==> config.mk <==
export PLATFORM = sky130hd
export DESIGN_NAME = irq_entry_seq
export DESIGN_NICKNAME = d
export VERILOG_FILES = /design/src/rtl/irq_entry_pkg.sv /design/src/rtl/irq_nmi_latch.sv /design/src/rtl/irq_entry_ctrl.sv /design/src/rtl/irq_bus_mux.sv /design/src/rtl/irq_entry_seq.sv
export SDC_FILE = /design/constraint.sdc
export NUM_CORES = 1
export LEC_CHECK = 0
export BUFFER_PORTS_ARGS = -buffer_cell sky130_fd_sc_hd__buf_2
export CELL_PAD_IN_SITES_DETAIL_PLACEMENT = 1
export CELL_PAD_IN_SITES_GLOBAL_PLACEMENT = 1
export CORE_ASPECT_RATIO = 0.9
export CORE_MARGIN = 1
export CORE_UTILIZATION = 35
export DETAILED_ROUTE_END_ITERATION = 8
export PLACE_DENSITY_LB_ADDON = 0.1
export SLEW_MARGIN = 25
export SYNTH_ARGS = -nofsm -noshare
export SYNTH_HDL_FRONTEND = slang
export SYNTH_SLANG_ARGS = --single-unit
==> constraint.sdc <==
create_clock -name clk -period 3.1 [get_ports clk]
set_input_delay 0.31 -clock clk [delete_from_list [all_inputs] [get_ports clk]]
set_output_delay 0.31 -clock clk [all_outputs]
set_load 0.005 [all_outputs]
==> src/rtl/irq_entry_pkg.sv <==
package irq_entry_pkg;

    localparam int AW = 16;
    localparam int DW = 8;
    localparam int SPW = 8;

    localparam logic [DW-1:0] STACK_PAGE = 8'h01;
    localparam logic [AW-1:0] VEC_NMI    = 16'hFFFA;
    localparam logic [AW-1:0] VEC_IRQ    = 16'hFFFE;

    localparam int BRK_BIT = 4;
    localparam int ONE_BIT = 5;

    typedef enum logic [2:0] {
        ST_IDLE,
        ST_PUSH_H,
        ST_PUSH_L,
        ST_PUSH_P,
        ST_VEC_L,
        ST_VEC_H,
        ST_DONE
    } entry_state_t;

    typedef struct packed {
        logic [AW-1:0] pc;
        logic [DW-1:0] status;
        logic          is_brk;
    } entry_ctx_t;

    typedef struct packed {
        logic          we;
        logic          re;
        logic [AW-1:0] addr;
        logic [DW-1:0] wdata;
    } bus_req_t;

    function automatic logic [AW-1:0] stack_addr(input logic [SPW-1:0] sp);
        return {STACK_PAGE, sp};
    endfunction

    function automatic logic [DW-1:0] pushed_status(input logic [DW-1:0] s,
                                                    input logic brk);
        logic [DW-1:0] r;
        r = s;
        r[ONE_BIT] = 1'b1;
        r[BRK_BIT] = brk;
        return r;
    endfunction

endpackage

==> src/rtl/irq_nmi_latch.sv <==
module irq_nmi_latch (
    input  logic clk,
    input  logic rst,
    input  logic nmi_n,
    input  logic consume,
    output logic pending
);
    logic nmi_q;
    logic fall;

    assign fall = nmi_q & ~nmi_n;

    always_ff @(posedge clk) begin
        if (rst) begin
            nmi_q   <= 1'b1;
            pending <= 1'b0;
        end else begin
            nmi_q <= nmi_n;
            // a new edge wins over the consume of an older one
            if (fall)
                pending <= 1'b1;
            else if (consume)
                pending <= 1'b0;
        end
    end
endmodule

==> src/rtl/irq_entry_ctrl.sv <==
module irq_entry_ctrl
    import irq_entry_pkg::*;
(
    input  logic            clk,
    input  logic            rst,
    input  logic            start,
    input  logic            start_brk,
    input  logic [AW-1:0]   pc_in,
    input  logic [DW-1:0]   status_in,
    input  logic [SPW-1:0]  sp_in,
    input  logic            nmi_pend,
    input  logic [DW-1:0]   vec_rdata,
    output entry_state_t    state,
    output entry_ctx_t      ctx,
    output logic [SPW-1:0]  sp,
    output logic            vec_nmi,
    output logic [AW-1:0]   pc_out,
    output logic            consume
);
    entry_state_t  nxt;
    logic [DW-1:0] vec_lo;

    assign consume = (state == ST_VEC_L) && nmi_pend;

    always_comb begin
        nxt = state;
        unique case (state)
            ST_IDLE:   if (start) nxt = ST_PUSH_H;
            ST_PUSH_H: nxt = ST_PUSH_L;
            ST_PUSH_L: nxt = ST_PUSH_P;
            ST_PUSH_P: nxt = ST_VEC_L;
            ST_VEC_L:  nxt = ST_VEC_H;
            ST_VEC_H:  nxt = ST_DONE;
            ST_DONE:   nxt = ST_IDLE;
            default:   nxt = ST_IDLE;
        endcase
    end

    always_ff @(posedge clk) begin
        if (rst) begin
            state   <= ST_IDLE;
            ctx     <= '0;
            sp      <= '0;
            vec_nmi <= 1'b0;
            vec_lo  <= '0;
            pc_out  <= '0;
        end else begin
            state <= nxt;
            unique case (state)
                ST_IDLE: if (start) begin
                    ctx.pc     <= pc_in;
                    ctx.status <= status_in;
                    ctx.is_brk <= start_brk;
                    sp         <= sp_in;
                end
                ST_PUSH_H, ST_PUSH_L, ST_PUSH_P: sp <= sp - 1'b1;
                ST_VEC_L: begin
                    vec_nmi <= nmi_pend;
                    vec_lo  <= vec_rdata;
                end
                ST_VEC_H: pc_out <= {vec_rdata, vec_lo};
                default: ;
            endcase
        end
    end
endmodule

==> src/rtl/irq_bus_mux.sv <==
module irq_bus_mux
    import irq_entry_pkg::*;
(
    input  entry_state_t   state,
    input  entry_ctx_t     ctx,
    input  logic [SPW-1:0] sp,
    input  logic           nmi_pend,
    input  logic           vec_nmi,
    output bus_req_t       bus
);
    logic [AW-1:0] vec_base_now;
    logic [AW-1:0] vec_base_held;

    assign vec_base_now  = nmi_pend ? VEC_NMI : VEC_IRQ;
    assign vec_base_held = vec_nmi  ? VEC_NMI : VEC_IRQ;

    always_comb begin
        bus = '0;
        unique case (state)
            ST_PUSH_H: begin
                bus.we = 1'b1; bus.addr = stack_addr(sp);
                bus.wdata = ctx.pc[AW-1:DW];
            end
            ST_PUSH_L: begin
                bus.we = 1'b1; bus.addr = stack_addr(sp);
                bus.wdata = ctx.pc[DW-1:0];
            end
            ST_PUSH_P: begin
                bus.we = 1'b1; bus.addr = stack_addr(sp);
                bus.wdata = pushed_status(ctx.status, ctx.is_brk);
            end
            ST_VEC_L: begin
                bus.re = 1'b1; bus.addr = vec_base_now;
            end
            ST_VEC_H: begin
                bus.re = 1'b1; bus.addr = vec_base_held | 16'h0001;
            end
            default: ;
        endcase
    end
endmodule

==> src/rtl/irq_entry_seq.sv <==
module irq_entry_seq
    import irq_entry_pkg::*;
(
    input  logic         clk,
    input  logic         rst,
    input  logic         irq_n,
    input  logic         nmi_n,
    input  logic         brk_req,
    input  logic         i_flag,
    input  logic [15:0]  pc_in,
    input  logic [7:0]   status_in,
    input  logic [7:0]   sp_in,
    output logic [15:0]  mem_addr,
    output logic [7:0]   mem_wdata,
    output logic         mem_we,
    output logic         mem_re,
    input  logic [7:0]   mem_rdata,
    output logic         busy,
    output logic         done,
    output logic [15:0]  pc_out,
    output logic [7:0]   sp_out,
    output logic         set_i
);
    entry_state_t   state;
    entry_ctx_t     ctx;
    bus_req_t       bus;
    logic [SPW-1:0] sp;
    logic           nmi_pend;
    logic           consume;
    logic           vec_nmi;
    logic           start;

    assign start = (state == ST_IDLE) &&
                   (brk_req || nmi_pend || (!irq_n && !i_flag));

    irq_nmi_latch u_nmi (
        .clk     (clk),
        .rst     (rst),
        .nmi_n   (nmi_n),
        .consume (consume),
        .pending (nmi_pend)
    );

    irq_entry_ctrl u_ctrl (
        .clk       (clk),
        .rst       (rst),
        .start     (start),
        .start_brk (brk_req),
        .pc_in     (pc_in),
        .status_in (status_in),
        .sp_in     (sp_in),
        .nmi_pend  (nmi_pend),
        .vec_rdata (mem_rdata),
        .state     (state),
        .ctx       (ctx),
        .sp        (sp),
        .vec_nmi   (vec_nmi),
        .pc_out    (pc_out),
        .consume   (consume)
    );

    irq_bus_mux u_bus (
        .state    (state),
        .ctx      (ctx),
        .sp       (sp),
        .nmi_pend (nmi_pend),
        .vec_nmi  (vec_nmi),
        .bus      (bus)
    );

    assign mem_addr  = bus.addr;
    assign mem_wdata = bus.wdata;
    assign mem_we    = bus.we;
    assign mem_re    = bus.re;
    assign busy      = (state != ST_IDLE);
    assign done      = (state == ST_DONE);
    assign set_i     = (state == ST_DONE);
    assign sp_out    = sp;
endmodule

Yosys cells after proc, flatten, opt, wreduce, memory -nomap -nowiden
Index checks and enable logic that the tools add are counted.

Output and inout port bits: 53. Input bits: 46. Flip-flop bits (word level): 63. Word-level logic and storage cells: 47.

Multiplexer cells: 12. Add/sub/neg operators: 1. Eq/ne operators: 7. Bitwise gates (word level): 2. Reduce and logical (&&, ||, !) cells: 15.

Operators with widths (count): $pmux 16 s3 (1); $pmux 8 s3 (1); $pmux 3 s6 (1); $pmux 8 s2 (1); $eq 3x3->1 const B (3); $mux 3 (3); $mux 8 (1); $sub 8x1->8 const B (1); $eq 3x2->1 const B (2); $mux 1 (4); $reduce_and 2->1 (2); $reduce_bool 2->1 (2); $eq 3x1->1 const B (1); $logic_and 1x1->1 (3); $logic_not 3->1 (1); $reduce_bool 3->1 (1); $reduce_or 3->1 (1); $logic_not 1->1 (2); $logic_or 1x1->1 (2); $ne 2x2->1 const B (1); $reduce_or 2->1 (1); $and 1x1->1 (1); $not 1->1 (1).

Logic depth before layout (Yosys ltp)
Gate-level depths: netlist of run 1.

Depth after elaboration: 6. Gate-level depth with buffers: 8. Mapped depth without buffers: 6.

Modules after synthesis
A second synthesis of run 1 with hierarchy kept.

Cell total of the unflattened synthesis: 358. Area, all modules: 2922.8 um^2.

Modules (own cells, without submodules): irq_entry_ctrl (sequential area each 1221.2 um^2, area each 2367.3 um^2, cells each 280, times used 1); irq_bus_mux (sequential area each 0.0 um^2, area each 440.4 um^2, cells each 66, times used 1); irq_nmi_latch (sequential area each 40.0 um^2, area each 67.6 um^2, cells each 6, times used 1); irq_entry_seq (sequential area each 0.0 um^2, area each 47.5 um^2, cells each 6, times used 1).

Least setup slack after synthesis of run 1
Ideal clock, no wire load.

Kind: reg-to-reg. From: register u_ctrl.sp[0]. To: register u_ctrl.sp[6]. Arrival time: 1.480 ns. Path buffers: 0. Required time: 3.013 ns. Setup slack: 1.533 ns. Stages on the path, launching flop included: 7. Period minus slack after synthesis: 1.567 ns. Cells stage by stage: dfxtp_1 > inv_1 > ha_1 > nand2b_1 > nor3_1 > or4b_2 > o31ai_1.

Word-level cells in the longest chain between the ends: 2.

Ends and longest elaborated chain: start, declared (RTL line irq_entry_ctrl.sv:15) `output logic [SPW-1:0] sp,`; start signal, assigned (RTL line irq_entry_ctrl.sv:54) `sp <= sp_in;`; start signal, assigned (RTL line irq_entry_ctrl.sv:56) `ST_PUSH_H, ST_PUSH_L, ST_PUSH_P: sp <= sp - 1'b1;`; $sub 8x1->8 (RTL line irq_entry_ctrl.sv:56); $pmux 8 s2 (RTL line irq_entry_ctrl.sv:49) `unique case (state)`.

Every way passes these cells. A chain may end at the register's enable or synchronous reset.

Final worst setup path of run 1
From: register u_ctrl.state[1]. To: output port mem_wdata[3].

Word-level cells in the longest chain between the ends: 2. Elaborated cells on any way between the ends: 4. Those cells by class: eq/ne (3); mux (1).

Ends and longest elaborated chain: start, declared (RTL line irq_entry_ctrl.sv:13) `output entry_state_t state,`; start signal, assigned (RTL line irq_entry_ctrl.sv:48) `state <= nxt;`; $eq 3x2->1 / $eq 3x1->1 (equally long branches) (RTL line irq_bus_mux.sv:19) `unique case (state)`; $pmux 8 s3 (*) (RTL line irq_bus_mux.sv:19); end, declared (RTL line irq_entry_seq.sv:14) `output logic [7:0] mem_wdata,`.

Mark *: on every way between the ends. The rest lies on a longest branch, timed or not.

==> impl_metrics.toml, run 1 <==
[worst_setup_path]
worst_path_max_delay_cell = "dfxtp_1"
cp_common_cell = "nor2_1"
crit_path_end_kind = "primary output"
critPathRequiredTime_ns = 2.79
r2r_slack_ns = 0.91
arrival_ns = 2.18
max_stage_delay_ns = 0.73
path_class = "flop to primary output"
cp_max_fo = 16
crit_path_start_kind = "flop"
cp_cell_sequence = "inv_1, nor2_1, a22oi_1, nor2_1, buf_2"

[timing]
final_max_slew_viol_count = 0
period_share_pct = 80.5
hold_violations = 0
holdWs_ns = 0.177
tns_ns = 0
fmaxAchievable_ghz = 0.401
rsz0062_at_grt = "no"
min_period_ns = 2.49
max_slew.worst_pin.slew_ns = 0.890
clock_skew_ns = 0.00948
max_slew_margin_pct = 40.6
final-setup-viol-count = 0

[grt]
grt_max_degree = 35
overflow = 0
grt_pass1_wl_um = 12000
antenna_found_initial = 0
grtUsageTotal_pct = 18.9
grt_pass1_vias = 2515

[synthesis]
synth_edf_count = 0
ys_async_sr_fraction_pct = 0
avgSynthCellArea_um2 = 7.78
yosysWarnings = 0
synthMostInstantiatedCell = "nand2_1"
synth-seq-cells = 61
synth_area_leaders = "dfxtp_1 (44%), nand2_1 (15%), a21oi_1 (9.8%)"
yosys.area.top_type = "dfxtp_1"
synth_nets = 400
ys_top_cells_by_count = "nand2_1 (110), dfxtp_1 (61), a21oi_1 (54)"
ys.flop_type = "dfxtp_1"
synth-seq-area-share_pct = 44.5
synth_area_um2 = 2750
syn_inst = 353
synthDistinctLibCells = 47
yosysTopAreaCellShare_pct = 44.5

[floorplan]
io_pins = 99
dieArea_um2 = 8210
core_region_area_um2 = 7580
initial_core_util_pct = 36.2
die_h_um = 86.0
fp.dieW_um = 95.4
std_cell_rows = 30

[detailed_routing]
ant_nets = 0
viasPerCell = 4.91
drt_iter0_drc = 92
routed_wl_um = 7530
drc_errors = 0
avgRoutedWirePerCell_um = 14.1
firstDrtPassIters = 4
via_count = 2615

[clocking]
cts_root_buf = "clkbuf_8"
cts_buffers = 9
clk_pin_slew_worst_paths_ns = 0.07
post-cts-setup-buffer-count = 0
clk_latency_ns = 0.33
htreeDepth = 3
cts_tree = "done"
clock-sinks = 61
cts_buffer_depth = 2
postCtsResizedCells = 0
cts_hold_buf = 0

[pwr]
power_frac_comb_pct = 20.7
p_sw_w = 0.000609
p_per_area_nw_per_um2 = 597
clockPowerShare_pct = 34.4
p_int_w = 0.00142
peakVddDrop_mv = 0.228
leakage_nw = 1.51
p_sw_share_pct = 30.0
seq_power_share_pct = 44.9
p_total_w = 0.00203

[place]
port_buffers = 96
gp_congestion = 0.739
dp_hpwl_um = 5220

[run]
maxCapViolations = 0

[layout]
area_growth_pct = 23.5
drive_above_1_share_pct = 30.9
diodes = 0
n_fill_cell = 978
layout.nets = 480

[hold_path]
min_path_type = "input port to flop"

[status]
outcome = "finished clean"
## through the flow
step	area (um2)	setup WS (ns)	util [%]	cells
floorplan	2750	1.53	-	353
global placement	3200	0.881	42.2	518
detailed placement	3200	0.862	42.2	518
CTS	3390	0.575	44.7	533
global route	3390	0.374	44.7	533
finish	3390	0.606	44.7	533
## cells by family (layout without fill, tap and decap cells)
family	Yosys count	count (layout)	synth area share, %
AOI/OAI and AO/OA	86	86	19.3
xor gates and xnor gates	1	1	0.319
adders and majority gates	1	1	0.456
buffers and inverters	38	122	7.38
DFF	61	61	44.5
muxes	8	8	3.23
and+or+nand+nor	158	158	24.8
## layout by cell type (no fill, tap or decap), drive strengths merged
cell type	netlist	final
a221o	1	1
clkbuf	12	11
o21bai	1	1
a21oi	55	55
a2111oi	2	2
inv	6	6
o21ai	4	4
and2	2	2
a32oi	1	1
buf	19	100
nor2b	1	1
nor4	2	2
nand3	1	1
or4	1	1
mux2	7	7
nor2	23	23
a21o	1	1
a221oi	1	1
dfxtp	61	61
o311ai	1	1
a31oi	4	4
o31ai	4	4
ha	1	1
nand2b	3	3
o211ai	2	2
a21boi	1	1
nor3	7	7
bufinv	0	1
nand2	110	110
xnor2	1	1
mux2i	1	1
or3	3	3
o2bb2ai	1	1
or4b	2	2
a22oi	7	7
or2	3	3
clkinv	1	4
## final timing paths
kind                                                 endpoint                     startpoint  depth (start not counted)
worst min register to register  u_ctrl.pc_out[2]$_SDFFE_PP0N_  u_ctrl.pc_out[2]$_SDFFE_PP0N_                          2
worst max register to register      u_ctrl.sp[3]$_SDFFE_PP0P_   u_ctrl.state[2]$_SDFFE_PP0P_                          4
worst max-delay path                             mem_wdata[3]   u_ctrl.state[1]$_SDFFE_PP0P_                          5
worst min-delay path                   u_nmi.nmi_q$_SDFF_PP1_                          nmi_n                          2
## power by group through the flow
stage	clock network (W)	registers, W	logic [W]
detailed placement	0	0.000928	0.000423
global route	0.000747	0.000921	0.000475
global placement	0	0.000924	0.000415
finish	0.000697	0.000910	0.000419
CTS	0.000711	0.000910	0.000425
floorplan	0	0.000902	0.000307
## worst max-delay path, delay by kind of cell, from the launching register on
family / cells / cell delay, ns
buffers and inverters: 2 / 0.33
AO/OA/AOI/OAI: 1 / 0.18
AND/OR/NAND/NOR: 2 / 0.63
flip-flops: 1 / 0.73
## routing by layer
layer  track usage (%)  vias to the layer above  wire [um]
met5                 0                        -          0
met3              3.10                       11        356
li1                  -                     1333          -
met2              28.5                       72       3180
met4              6.92                        0        103
met1              27.0                     1199       3890
## layout make-up
class	count	area (um2)	area share [%]
Tap cell	96	120	3.54
Multi-Input combinational cell	254	1320	39.0
Inverter	7	26.3	0.775
Clock inverter	4	48.8	1.44
Sequential cell	61	1220	36.0
Timing Repair Buffer	100	510	15.1
Clock buffer	11	141	4.17
## flip-flops by register name (all words and copies together) (netlist names)
name	flops
u_nmi.nmi_q	1
u_ctrl.sp	8
u_ctrl.ctx	23
u_ctrl.vec_nmi	1
u_ctrl.vec_lo	8
u_ctrl.state	3
u_ctrl.pc_out	16
u_nmi.pending	1
Note: power is estimated with default switching activity, not from simulation.
==> run 2, diff against run 1 <==
- ABC_AREA: unset -> 1
- CORE_UTILIZATION: 35 -> 34
- clock period: 3.1 -> 2.5 ns (I/O delays scaled with it)
==> impl_metrics.toml, run 2 <==
[worst_setup_path]
crit_path_end_kind = "primary output"
worst_path_dominant_cell_family = "simple AND/OR/NAND/NOR gates"
arrival_ns = 1.89
worst_path_max_delay_cell = "dfxtp_1"
r2r-start = "u_ctrl.state[2]$_SDFFE_PP0P_"
cp_cell_sequence = "inv_2, nor2_4, nand2_2, nor2_1, nor2_1, o21ai_0, buf_2"
critPathRequiredTime_ns = 2.25
crit_buf_inv = 2
path_class = "flop to primary output"
crit_path_start_kind = "flop"
max_stage_delay_ns = 0.54
cp_common_cell = "nor2_1"
crit_path_start = "u_ctrl.state[2]$_SDFFE_PP0P_"
cp_max_fo = 18

[synthesis]
syn_inst = 394
synth-compound-area-share_pct = 12.9
synth_adder_area_share_pct = 0.448
synthDistinctLibCells = 28
ys_async_sr_fraction_pct = 0
synth_edf_count = 0
yosysTopAreaCellShare_pct = 43.7
muxShareOfSynthArea_pct = 0
yosys.area.top_type = "dfxtp_1"
synth-seq-area-share_pct = 43.7
synth-seq-cells = 61
synth-xor-area-share_pct = 0
avgSynthCellArea_um2 = 7.09
synth_area_leaders = "dfxtp_1 (44%), nor2_1 (11%), nand2_1 (11%)"
yosys.area_share.simple_pct = 33.1
synth_top_family_by_area = "simple AND/OR/NAND/NOR gates"
yosysWarnings = 0
synth_nets = 441
ys.flop_type = "dfxtp_1"
ys_top_cells_by_count = "nor2_1 (83), nand2_1 (81), dfxtp_1 (61)"
synth_area_um2 = 2790
synthMostInstantiatedCell = "nor2_1"

[layout]
drive_above_1_share_pct = 28.5
layout.nets = 527
regMostFlops = "u_ctrl.ctx"
final_area_um2 = 3440
largest_reg_flops = 23
diodes = 0
area_growth_pct = 23.3
largestRegisters = "u_ctrl.ctx x23, u_ctrl.pc_out x16"
finish.utilization_pct = 44.5
layout_common_cells = "buf_2 (96), nor2_1 (83), nand2_1 (81)"
layout_commonest_cell = "buf_2"

[pwr]
p_total_w = 0.00264
leakage_nw = 1.66
peakVddDrop_mv = 0.290
p_per_area_nw_per_um2 = 767

[timing]
final-setup-viol-count = 0
holdWs_ns = 0.154
rsz0062_at_grt = "no"
final_max_slew_viol_count = 0
clock_skew_ns = 0.0118
period_share_pct = 85.7
hold_violations = 0
fmaxAchievable_ghz = 0.467
tns_ns = 0
min_period_ns = 2.14
max_slew.worst_pin.slew_ns = 0.719
max_slew_margin_pct = 51.8

[clocking]
post-cts-setup-buffer-count = 0
cts_hold_buf = 0
postCtsResizedCells = 0
clk_latency_ns = 0.34
cts_buffer_depth = 2
cts_buffers = 9
cts_root_buf = "clkbuf_8"
clk_pin_slew_worst_paths_ns = 0.07
cts_tree = "done"
htreeDepth = 3
clock-sinks = 61

[grt]
grt_pass1_vias = 2722
grt_pass1_wl_um = 13100
antenna_found_initial = 0
grt_max_degree = 38
overflow = 0
grtUsageTotal_pct = 19.2

[place]
dp_hpwl_um = 5830
dpl_cell_area_um2 = 3240
port_buffers = 96
gp_congestion = 0.764

[floorplan]
std_cell_rows = 30
die_h_um = 88.0
initial_core_util_pct = 36.1
core_region_area_um2 = 7730
fp.dieW_um = 97.5
io_pins = 99
dieArea_um2 = 8580

[hold_path]
min_path_type = "input port to flop"
worstHoldStart = "nmi_n"

[detailed_routing]
firstDrtPassIters = 4
viasPerCell = 4.82
drc_errors = 0
avgRoutedWirePerCell_um = 13.8
ant_nets = 0
routed_wl_um = 8020
via_count = 2798
drt_iter0_drc = 71

[status]
outcome = "finished clean"

[run]
maxCapViolations = 0
-- run 2: changes by cell type in the layout (fill, tap and decap cells not counted), moves of 11 or more --
cell,delta
inv_1,+11
nand3_1,+31
o21ai_0,+38
nand2_1,-29
a21oi_1,-30
nor2_1,+61
-- run 2: cells by family after synthesis --
group,count (synthesis)
adders and majority gates,1
and+or+nand+nor,214
buffers and inverters,48
DFF,61
AOI/OAI and AO/OA,70
-- run 2: worst paths after layout --
check / to / slack (ns) / cells past startpoint
setup / recovery: mem_addr[2] / 0.36 / 7
hold / removal: u_nmi.nmi_q$_SDFF_PP1_ / 0.15 / 2
setup reg to reg: u_ctrl.ctx[13]$_SDFFE_PP0P_ / 0.90 / 7
hold reg to reg: u_ctrl.pc_out[14]$_SDFFE_PP0N_ / 0.46 / 2
-- run 2: metrics by stage --
step / setup slack [ns] / std cells
2_1_floorplan: 1.17 / 394
3_3_place_gp: 0.723 / 565
3_5_place_dp: 0.680 / 565
4_1_cts: 0.297 / 581
5_1_grt: 0.197 / 581
6_report: 0.358 / 581
-- run 2: final cells by class --
class                      instances  area (um2)
fill                            1045        4290
multi-input combinational        285        1300
sequential                        61        1220
timing repair buffer              99         503
clock buffer                      10         138
tap                               96         120
inverter                          24        95.1
clock inverter                     6        70.1
-- run 2: per-layer routing --
layer  wire, um  global-route usage [%]
met1       3870                    25.3
met2       3710                    31.5
met3        391                    5.51
met4         50                    4.41
met5          0                       0
-- run 2: power breakdown --
group,switching (W),leakage (nW),internal (W),total [W]
Clock,0.000420,0.0951,0.000492,0.000912
Sequential,0.0000694,0.501,0.00107,0.00114
Combinational,0.000374,1.06,0.000218,0.000593
Total,0.000864,1.66,0.00178,0.00264
==> run 3, diff against run 2 <==
--- a/config.mk
+++ b/config.mk
@@ -7,3 +7,2 @@
 export LEC_CHECK = 0
-export ABC_AREA = 1
 export BUFFER_PORTS_ARGS = -buffer_cell sky130_fd_sc_hd__buf_2
@@ -13,6 +12,5 @@
 export CORE_MARGIN = 1
-export CORE_UTILIZATION = 34
+export CORE_UTILIZATION = 35
 export DETAILED_ROUTE_END_ITERATION = 8
 export PLACE_DENSITY_LB_ADDON = 0.1
-export SLEW_MARGIN = 25
 export SYNTH_ARGS = -nofsm -noshare
--- a/constraint.sdc
+++ b/constraint.sdc
@@ -3,2 +3,2 @@
 set_output_delay 0.25 -clock clk [all_outputs]
-set_load 0.005 [all_outputs]
+set_load 0.05 [all_outputs]
==> impl_metrics.toml, run 3 (synthesized netlist as in run 1, its figures left out) <==
[status]
outcome = "finished clean"

[grt]
grt_max_degree = 40
overflow = 0
grt_pass1_vias = 2551
grt_pass1_wl_um = 12400
grtUsageTotal_pct = 19.8
antenna_found_initial = 0

[timing]
final-setup-viol-count = 0
clock_skew_ns = 0.00911
tns_ns = 0
max_slew_margin_pct = 54.1
rsz0062_at_grt = "no"
fmaxAchievable_ghz = 0.455
period_share_pct = 87.8
final_max_slew_viol_count = 0
min_period_ns = 2.20
max_slew.worst_pin.slew_ns = 0.686
hold_violations = 0

[hold_path]
holdPathEnd = "u_nmi.nmi_q$_SDFF_PP1_"
min_path_type = "input port to flop"
holdPathStages = 2
worstHoldStart = "nmi_n"

[layout]
largest_reg_flops = 23
diodes = 0
final_area_um2 = 3430
drive_above_1_share_pct = 32.0
layout.nets = 484
area_growth_pct = 24.9
largestRegisters = "u_ctrl.ctx x23, u_ctrl.pc_out x16"
layout_common_cells = "nand2_1 (110), buf_2 (96), dfxtp_1 (60)"
layout_commonest_cell = "nand2_1"
regMostFlops = "u_ctrl.ctx"

[floorplan]
std_cell_rows = 30
core_region_area_um2 = 7580
die_h_um = 86.0
io_pins = 99
dieArea_um2 = 8210
initial_core_util_pct = 36.2
fp.dieW_um = 95.4

[worst_setup_path]
crit_path_start_kind = "flop"
arrival_ns = 1.95
cp_max_fo = 16
path_class = "flop to primary output"
r2r_slack_ns = 0.79
r2r_cells = 5
critPathRequiredTime_ns = 2.25
r2r-end = "u_ctrl.ctx[22]$_SDFFE_PP0P_"
r2r-start = "u_ctrl.state[1]$_SDFFE_PP0P_"
crit_path_end_kind = "primary output"

[clocking]
clock-sinks = 61
clk_pin_slew_worst_paths_ns = 0.07
cts_buffers = 9
cts_tree = "done"
cts_root_buf = "clkbuf_8"
htreeDepth = 3
post-cts-setup-buffer-count = 0
clk_latency_ns = 0.34
cts_buffer_depth = 2

[detailed_routing]
drt_iter0_drc = 78
routed_wl_um = 7490
firstDrtPassIters = 4
via_count = 2657
avgRoutedWirePerCell_um = 13.9
ant_nets = 0
viasPerCell = 4.95
drc_errors = 0

[place]
dpl_cell_area_um2 = 3230
dp_hpwl_um = 5310
port_buffers = 96
gp_congestion = 0.710

[pwr]
leakage_nw = 1.53
peakVddDrop_mv = 0.308
p_per_area_nw_per_um2 = 817

[run]
maxCapViolations = 0
[run 3: cell types whose count changed in the layout (fill, tap and decap cells not counted), moves of 7 or more]
cell | before | now
nor2_1 | 83 | 22
mux2_2 | 0 | 7
inv_1 | 17 | 6
nand2_1 | 81 | 110
a22oi_1 | 0 | 7
nand3_1 | 32 | 1
o21ai_0 | 41 | 3
a21oi_1 | 24 | 54
[run 3: per-stage QoR]
stage,cells,worst slack [ns],hold slack (ns),util [%],power [W]
2_1_floorplan,353,0.318,0.357,-,0.00175
3_3_place_gp,522,0.525,0.440,42.6,0.00193
3_5_place_dp,522,0.503,0.445,42.6,0.00194
4_1_cts,537,0.131,0.108,45.2,0.00284
5_1_grt,537,0.131,0.110,45.2,0.00297
6_report,537,0.304,0.124,45.2,0.00280
[run 3: worst max-delay path, cell delays in order, from the launching register on]
cell and delay [ns]:
dfxtp_2 0.42, o21bai_2 0.36, clkinv_1 0.36, nand2_1 0.18
nand2_1 0.06, buf_2 0.20
[run 3: worst max-delay path by stage]
stage	startpoint	end	slack, ns	cells past startpoint
floorplan	u_ctrl.state[1]$_SDFFE_PP0P_	mem_addr[0]	0.32	6
global placement	u_ctrl.state[1]$_SDFFE_PP0P_	mem_addr[2]	0.52	5
detailed placement	u_ctrl.state[1]$_SDFFE_PP0P_	mem_addr[7]	0.50	5
CTS	u_ctrl.state[1]$_SDFFE_PP0P_	mem_addr[7]	0.13	5
global route	u_ctrl.state[1]$_SDFFE_PP0P_	mem_addr[7]	0.13	5
finish	u_ctrl.state[1]$_SDFFE_PP0P_	mem_addr[7]	0.30	5
[run 3: repair_timing]
item                       CTS  global route
hold buffers                 0             0
resized for setup            0             1
setup endpoints to repair    0             5
[run 3: per-layer routing]
metal	vias up	track usage, %	share of wire [%]
met5	-	0	0
met4	0	6.11	1.2
met3	9	5.05	5.1
met2	75	29.2	44
met1	1232	28.0	50
li1	1341	-	-
[run 3: power breakdown]
group | switching (W) | internal [W] | leakage, nW
clock | 0.000386 | 0.000506 | 0.101
combinational | 0.000549 | 0.000241 | 0.933
sequential | 0.0000734 | 0.00105 | 0.499
total | 0.00101 | 0.00179 | 1.53
[run 3: final cells by class]
cell class	count	area, um2
multi-input combinational	254	1320
sequential	61	1220
inverter	7	26.3
timing repair buffer	104	541
clock buffer	11	151
fill	974	4150
clock inverter	4	47.5
tap	96	120
